===== config.mk =====
export PLATFORM = sky130hd
export DESIGN_NAME = dual_tmr
export DESIGN_NICKNAME = d
export VERILOG_FILES = /design/src/rtl/dual_tmr_pkg.sv /design/src/rtl/pin_sync.sv /design/src/rtl/tmr_chan.sv /design/src/rtl/dual_tmr.sv
export SDC_FILE = /design/constraint.sdc
export NUM_CORES = 1
export LEC_CHECK = 0
export CORE_MARGIN = 3
export CORE_UTILIZATION = 25
export CTS_CLUSTER_DIAMETER = 40
export CTS_CLUSTER_SIZE = 25
export DETAILED_ROUTE_END_ITERATION = 10
export DONT_BUFFER_PORTS = 1
export PLACE_DENSITY = 0.42
export REMOVE_ABC_BUFFERS = 1
export SLEW_MARGIN = 5
export SYNTH_ARGS = -nofsm -noshare
export SYNTH_HDL_FRONTEND = slang
export SYNTH_HIERARCHICAL = 1
export SYNTH_SLANG_ARGS = --single-unit

===== constraint.sdc =====
create_clock -name clk_i -period 6.3 [get_ports clk_i]
set_clock_uncertainty 0.2 [all_clocks]
set_input_delay 0.315 -clock clk_i [delete_from_list [all_inputs] [get_ports clk_i]]
set_output_delay 0.315 -clock clk_i [all_outputs]
set_load 0.03 [all_outputs]

===== src/rtl/dual_tmr_pkg.sv =====
package dual_tmr_pkg;
  typedef enum logic [1:0] {
    MODE_PRESC  = 2'b00,
    MODE_CASC   = 2'b01,
    MODE_RELOAD = 2'b10,
    MODE_SPLIT  = 2'b11
  } tmr_mode_e;

  typedef struct packed {
    logic      gate;
    logic      ext;
    tmr_mode_e mode;
  } chan_cfg_t;

  localparam int unsigned CFG_W = $bits(chan_cfg_t);
endpackage


===== src/rtl/pin_sync.sv =====
module pin_sync #(
  parameter int unsigned WIDTH  = 4,
  parameter int unsigned STAGES = 2
) (
  input  logic             clk_i,
  input  logic             rst_ni,
  input  logic [WIDTH-1:0] d_i,
  output logic [WIDTH-1:0] q_o
);
  logic [STAGES-1:0][WIDTH-1:0] sr_q;

  always_ff @(posedge clk_i or negedge rst_ni) begin
    if (!rst_ni) sr_q <= '0;
    else         sr_q <= {sr_q[STAGES-2:0], d_i};
  end

  assign q_o = sr_q[STAGES-1];
endmodule


===== src/rtl/tmr_chan.sv =====
module tmr_chan
  import dual_tmr_pkg::*;
#(
  parameter int unsigned BYTE_W    = 8,
  parameter int unsigned PRESC_W   = 5,
  parameter bit          HAS_SPLIT = 1'b0
) (
  input  logic              clk_i,
  input  logic              rst_ni,
  input  logic              cyc_en_i,
  input  logic              run_i,
  input  logic              gate_lvl_i,
  input  logic              pin_lvl_i,
  input  chan_cfg_t         cfg_i,
  input  logic              split_run_i,
  input  logic              wr_lo_i,
  input  logic              wr_hi_i,
  input  logic [BYTE_W-1:0] wdata_i,
  output logic [BYTE_W-1:0] lo_o,
  output logic [BYTE_W-1:0] hi_o,
  output logic              ovf_o,
  output logic              split_ovf_o
);
  localparam int unsigned PW = BYTE_W + PRESC_W;
  localparam int unsigned FW = 2 * BYTE_W;
  localparam logic [PW-1:0]     P_ONE = PW'(1);
  localparam logic [FW-1:0]     F_ONE = FW'(1);
  localparam logic [BYTE_W-1:0] B_ONE = BYTE_W'(1);

  logic [BYTE_W-1:0] lo_q, hi_q, lo_n, hi_n;
  logic              prev_q, fall, en, tick;
  logic [PW-1:0]     pcnt, pcnt_n;
  logic [FW-1:0]     fcnt_n;

  always_ff @(posedge clk_i or negedge rst_ni) begin
    if (!rst_ni)       prev_q <= 1'b0;
    else if (cyc_en_i) prev_q <= pin_lvl_i;
  end

  assign fall = cyc_en_i & prev_q & ~pin_lvl_i;
  assign en   = run_i & (~cfg_i.gate | gate_lvl_i);
  assign tick = en & (cfg_i.ext ? fall : cyc_en_i);
  assign pcnt = {hi_q, lo_q[PRESC_W-1:0]};
  assign pcnt_n = pcnt + P_ONE;
  assign fcnt_n = {hi_q, lo_q} + F_ONE;

  always_comb begin
    lo_n        = lo_q;
    hi_n        = hi_q;
    ovf_o       = 1'b0;
    split_ovf_o = 1'b0;
    unique case (cfg_i.mode)
      MODE_PRESC: if (tick) begin
        hi_n                = pcnt_n[PW-1:PRESC_W];
        lo_n[PRESC_W-1:0]   = pcnt_n[PRESC_W-1:0];
        ovf_o               = &pcnt;
      end
      MODE_CASC: if (tick) begin
        {hi_n, lo_n} = fcnt_n;
        ovf_o        = &{hi_q, lo_q};
      end
      MODE_RELOAD: if (tick) begin
        lo_n  = (&lo_q) ? hi_q : lo_q + B_ONE;
        ovf_o = &lo_q;
      end
      default: if (HAS_SPLIT) begin
        if (tick) begin
          lo_n  = lo_q + B_ONE;
          ovf_o = &lo_q;
        end
        if (cyc_en_i && split_run_i) begin
          hi_n        = hi_q + B_ONE;
          split_ovf_o = &hi_q;
        end
      end
    endcase
    if (wr_lo_i) lo_n = wdata_i;
    if (wr_hi_i) hi_n = wdata_i;
  end

  always_ff @(posedge clk_i or negedge rst_ni) begin
    if (!rst_ni) begin
      lo_q <= '0;
      hi_q <= '0;
    end else begin
      lo_q <= lo_n;
      hi_q <= hi_n;
    end
  end

  assign lo_o = lo_q;
  assign hi_o = hi_q;

  assert_edge_rate_R4: assert property (@(posedge clk_i) disable iff (!rst_ni)
    fall |=> !fall);

  assert_wr_wins_R2: assert property (@(posedge clk_i) disable iff (!rst_ni)
    wr_lo_i |=> lo_q == $past(wdata_i));

  assert_casc_wrap_R7: assert property (@(posedge clk_i) disable iff (!rst_ni)
    (cfg_i.mode == MODE_CASC && tick && (&{hi_q, lo_q}) && !wr_lo_i && !wr_hi_i)
    |=> ({hi_q, lo_q} == '0));

  assert_reload_R8: assert property (@(posedge clk_i) disable iff (!rst_ni)
    (cfg_i.mode == MODE_RELOAD && tick && (&lo_q) && !wr_lo_i && !wr_hi_i)
    |=> lo_q == $past(hi_q));

  assert_presc_idle_R6: assert property (@(posedge clk_i) disable iff (!rst_ni)
    (cfg_i.mode == MODE_PRESC && !tick && !wr_lo_i && !wr_hi_i)
    |=> $stable(lo_q) && $stable(hi_q));

  if (!HAS_SPLIT) begin : g_hold
    assert_t1_hold_R9: assert property (@(posedge clk_i) disable iff (!rst_ni)
      (cfg_i.mode == MODE_SPLIT && !wr_lo_i && !wr_hi_i)
      |=> $stable(lo_q) && $stable(hi_q));
  end
endmodule


===== src/rtl/dual_tmr.sv =====
module dual_tmr
  import dual_tmr_pkg::*;
#(
  parameter int unsigned BYTE_W      = 8,
  parameter int unsigned PRESC_W     = 5,
  parameter int unsigned SYNC_STAGES = 2,
  parameter int unsigned SEL_W       = 3
) (
  input  logic              clk_i,
  input  logic              rst_ni,
  input  logic              cyc_en_i,
  input  logic [1:0]        run_i,
  input  logic [1:0]        gate_pin_i,
  input  logic [1:0]        cnt_pin_i,
  input  logic [SEL_W-1:0]  reg_sel_i,
  input  logic              reg_we_i,
  input  logic [BYTE_W-1:0] reg_wdata_i,
  output logic [BYTE_W-1:0] reg_rdata_o,
  input  logic [1:0]        ovf_clr_i,
  output logic [1:0]        ovf_o
);
  localparam int unsigned NCH = 2;
  localparam logic [SEL_W-1:0] SEL_CFG = SEL_W'(2 * NCH);

  logic [2*NCH-1:0]  pins_s;
  logic [NCH-1:0]    cnt_s, gate_s, wr_lo, wr_hi, ch_ovf, split_ovf, flag_set;
  logic [NCH-1:0]    flag_q;
  logic [BYTE_W-1:0] cfg_q;
  logic [BYTE_W-1:0] lo [NCH];
  logic [BYTE_W-1:0] hi [NCH];
  chan_cfg_t         cfg [NCH];
  logic              t0_split;

  pin_sync #(.WIDTH(2 * NCH), .STAGES(SYNC_STAGES)) i_sync (
    .clk_i (clk_i),
    .rst_ni(rst_ni),
    .d_i   ({gate_pin_i, cnt_pin_i}),
    .q_o   (pins_s)
  );
  assign cnt_s  = pins_s[NCH-1:0];
  assign gate_s = pins_s[2*NCH-1:NCH];

  always_ff @(posedge clk_i or negedge rst_ni) begin
    if (!rst_ni)                              cfg_q <= '0;
    else if (reg_we_i && reg_sel_i == SEL_CFG) cfg_q <= reg_wdata_i;
  end

  for (genvar c = 0; c < NCH; c++) begin : g_ch
    assign cfg[c]   = chan_cfg_t'(cfg_q[CFG_W*c +: CFG_W]);
    assign wr_lo[c] = reg_we_i && (reg_sel_i == SEL_W'(2 * c));
    assign wr_hi[c] = reg_we_i && (reg_sel_i == SEL_W'(2 * c + 1));

    tmr_chan #(
      .BYTE_W   (BYTE_W),
      .PRESC_W  (PRESC_W),
      .HAS_SPLIT(c == 0)
    ) i_chan (
      .clk_i      (clk_i),
      .rst_ni     (rst_ni),
      .cyc_en_i   (cyc_en_i),
      .run_i      (run_i[c]),
      .gate_lvl_i (gate_s[c]),
      .pin_lvl_i  (cnt_s[c]),
      .cfg_i      (cfg[c]),
      .split_run_i((c == 0) ? run_i[NCH-1] : 1'b0),
      .wr_lo_i    (wr_lo[c]),
      .wr_hi_i    (wr_hi[c]),
      .wdata_i    (reg_wdata_i),
      .lo_o       (lo[c]),
      .hi_o       (hi[c]),
      .ovf_o      (ch_ovf[c]),
      .split_ovf_o(split_ovf[c])
    );
  end

  assign t0_split    = (cfg[0].mode == MODE_SPLIT);
  assign flag_set[0] = ch_ovf[0];
  assign flag_set[1] = t0_split ? split_ovf[0] : (ch_ovf[1] | split_ovf[1]);

  always_ff @(posedge clk_i or negedge rst_ni) begin
    if (!rst_ni) flag_q <= '0;
    else         flag_q <= (flag_q & ~ovf_clr_i) | flag_set;
  end
  assign ovf_o = flag_q;

  always_comb begin
    reg_rdata_o = '0;
    for (int c = 0; c < NCH; c++) begin
      if (reg_sel_i == SEL_W'(2 * c))     reg_rdata_o = lo[c];
      if (reg_sel_i == SEL_W'(2 * c + 1)) reg_rdata_o = hi[c];
    end
    if (reg_sel_i == SEL_CFG) reg_rdata_o = cfg_q;
  end

  assert_flag_clr_R11: assert property (@(posedge clk_i) disable iff (!rst_ni)
    (ovf_clr_i[0] && !ch_ovf[0]) |=> !ovf_o[0]);

  assert_flag_set_R11: assert property (@(posedge clk_i) disable iff (!rst_ni)
    ch_ovf[0] |=> ovf_o[0]);

  assert_split_mask_R10: assert property (@(posedge clk_i) disable iff (!rst_ni)
    (t0_split && ch_ovf[1] && !split_ovf[0] && !ovf_o[1]) |=> !ovf_o[1]);
endmodule


==> results.txt <==
* Crit path time final: ~3000 ps
- Based on the critical path, the design can be clocked at up to 326 MHz.
- Clock root buffer: sky130_fd_sc_hd__clkbuf_16
- Static leakage: between 0.0015 and 0.002 uW
- Summed over all layers, the routed wires come to 13600 um.
* Fill cell count: approximately 1700
- Gr usage total: 0.151
* Register-to-Register Setup Slack: approximately 3200 ps
- In this run the worst path has a maximum fanout of 20.
* Setup violation total in the final timing report: 0
- Destination of the worst hold path: g_ch[0].i_chan/hi_o[5]$_DFFE_PN0P_
* Area of the core: roughly 16000 um2
- Summing all multi-input logic gate instances after layout gives around 2600 um2.
- Dividing the detail-routed wire length by the instance count gives just over 20 um.
* Worst vdd rail ir drop: between 0.1 and 0.15 mV
- The worst pin sits at a relative slew slack of 0.309.
- Worst Setup Path Type: reg2reg
- Number of pins exceeding their max-slew limit in the final report: 0
- From synthesis to final layout, the design area changed by 8.87%.
- Share of cells above drive strength 1: 0.127
- STA puts the critical path data arrival time at 3060 ps.
- Maximum root-to-sink buffer count: 2
- Share of the clock period used by the worst path: 0.487
- Once detail routing completed, the nets flagged for antenna violations numbered 0.
* Clock-pin slew reported for the worst setup and hold paths after clock tree synthesis: approximately 70 ps
* Final net count: between 400 and 500
* Class of the tightest hold or removal check: in2reg
* Max capacitance violation total: 0
- The floorplan step set the die width to 135 um.
- Total via count after detailed routing: around 3600
- The congestion estimate from routability-driven global placement came to ~0.79.
- The endpoint identified for the worst register-to-register timing path is g_ch[0].i_chan/hi_o[0]$_DFFE_PN0P_.
* 1st-pass router iterations: 5
- The initialized floorplan defines 46 standard-cell rows.
- TritonCTS clock tree: done
- Hold Path Cell Cnt: 2
* Clock latency reported for the late side of the worst-skew pair: roughly 300 ps
- Worst setup startpoint: cfg_q[0]$_DFFE_PN0P_
* Unrepaired setup endpoints after global routing: false
- Number of antenna cells inserted: 0
* Capturing element type of the critical path: flip-flop
- Mapped Avg Cell Area: between 9 and 10 um2
- At the pin with the least slew margin, the transition time is roughly 1000 ps.
* Antenna violations before repair: 0
- The clock net in this run drives a total of 52 sinks.
- Data on the critical path is required at its endpoint by ~6300 ps.
* Area of the die: 18300 um2
* Vias/cell: 5.44
- In this run, the number of DRC markers left after iteration 0 of detailed routing was 310.
- Outcome: finished clean
- Top library cells by usage in the layout, fill and taps aside: 52 x sky130_fd_sc_hd__dfrtp_1, 39 x sky130_fd_sc_hd__nand2_1, 29 x sky130_fd_sc_hd__nor2_1, 24 x sky130_fd_sc_hd__nand3_1, 22 x sky130_fd_sc_hd__o21ai_0
- Setup fix buffers added after clock tree synthesis: 0
- Most heavily used metal layer in global routing: met2
- Summed negative setup slack over all endpoints: 0 ps
* Met1 track utilization from global routing: 0.214
- The library cell used most frequently in the layout, excluding fill and tap cells, is sky130_fd_sc_hd__dfrtp_1.
- IO Pins: 33
* Count of buffers from port buffering: 0
- Summing every instance area after synthesis gives roughly 4200 um2.
* Routing usage on met3: 0.0271
- The first global-routing pass estimated roughly 22000 um of wire.
- Cell area after placement: ~4200 um2
- Number of global-route vias before repair: roughly 3600
- In the global route stage, met2 resource usage came out at 0.241.
- Dividing total power by cell area gives a power density of ~360 nW/um2.
- The worst hold path begins at reg_wdata_i[5].
- Startpoint class of the critical path: flip-flop
- Cells on worst reg2reg path: 7
- Number of design rule violations left after detail routing: 0
- Maximum number of pins on one net before global-route repair: 53
- Half-perimeter wire length after detailed placement: slightly above 10000 um
- Measured along the y axis, the die boundary spans approximately 140 um.
- Counting the buffers created by CTS gives 5.
* Synthesized instance count: 460
- Number of H-tree levels: 2
- The finished cells cover 4540 um2.
* Final number of hold-violating endpoints: 0
- Worst reg2reg path startpoint: cfg_q[0]$_DFFE_PN0P_
- Initial core utilization: 0.259
* Sequential cell area in the final layout: approximately 1300 um2
- Summed over all layers, the global routing overflow is 0.
* Count of synthesis-stage warnings from yosys: 6
-- cell type report --
type,instances,area share
Inverter,16,0.0132
Timing Repair Buffer,16,0.0391
Multi-Input combinational cell,357,0.569
Clock buffer,7,0.0314
Tap cell,216,0.0595
Sequential cell,52,0.286
Clock inverter,1,0.00165
-- sequential cells by signal, indices dropped and copies added, names as in the netlist --
signal	flops
cfg_q	8
g_ch.i_chan/hi_o	16
g_ch.i_chan/lo_o	16
g_ch.i_chan/prev_q	2
i_sync/q_o	4
i_sync/sr_q	4
ovf_o	2
-- critical path, stage by stage, from the launching register on --
cell and delay [ps]:
sky130_fd_sc_hd__dfrtp_1 450, sky130_fd_sc_hd__inv_1 110, sky130_fd_sc_hd__ha_1 630, sky130_fd_sc_hd__nor2_1 200, sky130_fd_sc_hd__and3_1 280, sky130_fd_sc_hd__a221oi_2 760, sky130_fd_sc_hd__a31oi_1 90, sky130_fd_sc_hd__o22a_1 240
-- worst max-delay path by stage --
stage,endpoint,cells after the start
4_1_cts,g_ch[0].i_chan/hi_o[0]$_DFFE_PN0P_,7
3_5_place_dp,g_ch[0].i_chan/hi_o[0]$_DFFE_PN0P_,7
6_report,g_ch[0].i_chan/hi_o[0]$_DFFE_PN0P_,7
3_3_place_gp,g_ch[0].i_chan/hi_o[0]$_DFFE_PN0P_,7
5_1_grt,g_ch[0].i_chan/hi_o[3]$_DFFE_PN0P_,7
2_1_floorplan,g_ch[0].i_chan/hi_o[0]$_DFFE_PN0P_,7
-- metal layers --
layer | share of wire | vias to the layer above
li1 | - | 1700
met1 | 0.48 | 1816
met4 | 0.015 | 0
met5 | 0 | -
met3 | 0.044 | 13
met2 | 0.46 | 88
-- report_power, final --
| group | total (uW) | switching, uW | internal, uW |
|---|---|---|---|
| registers | 673 | 241 | 432 |
| clock network | 291 | 132 | 159 |
| logic | 675 | 384 | 291 |
| total | 1640 | 757 | 882 |
-- per-stage QoR --
step	worst slack [ps]	std cells	hold slack [ps]	total power [uW]	util
2_1_floorplan	3830	425	-181	1120	-
3_3_place_gp	3360	641	-177	1320	0.262
3_5_place_dp	3280	641	-177	1320	0.262
4_1_cts	3280	665	6.80	1650	0.282
5_1_grt	3010	665	23.6	1770	0.282
6_report	3230	665	12.6	1640	0.282
-- what timing repair did --
item	in CTS	in global routing
hold endpoints to repair	94	0
hold buffers	16	0
gates resized for setup	0	0
endpoints found under the setup margin	0	0
(Power assumes the default switching activity.)
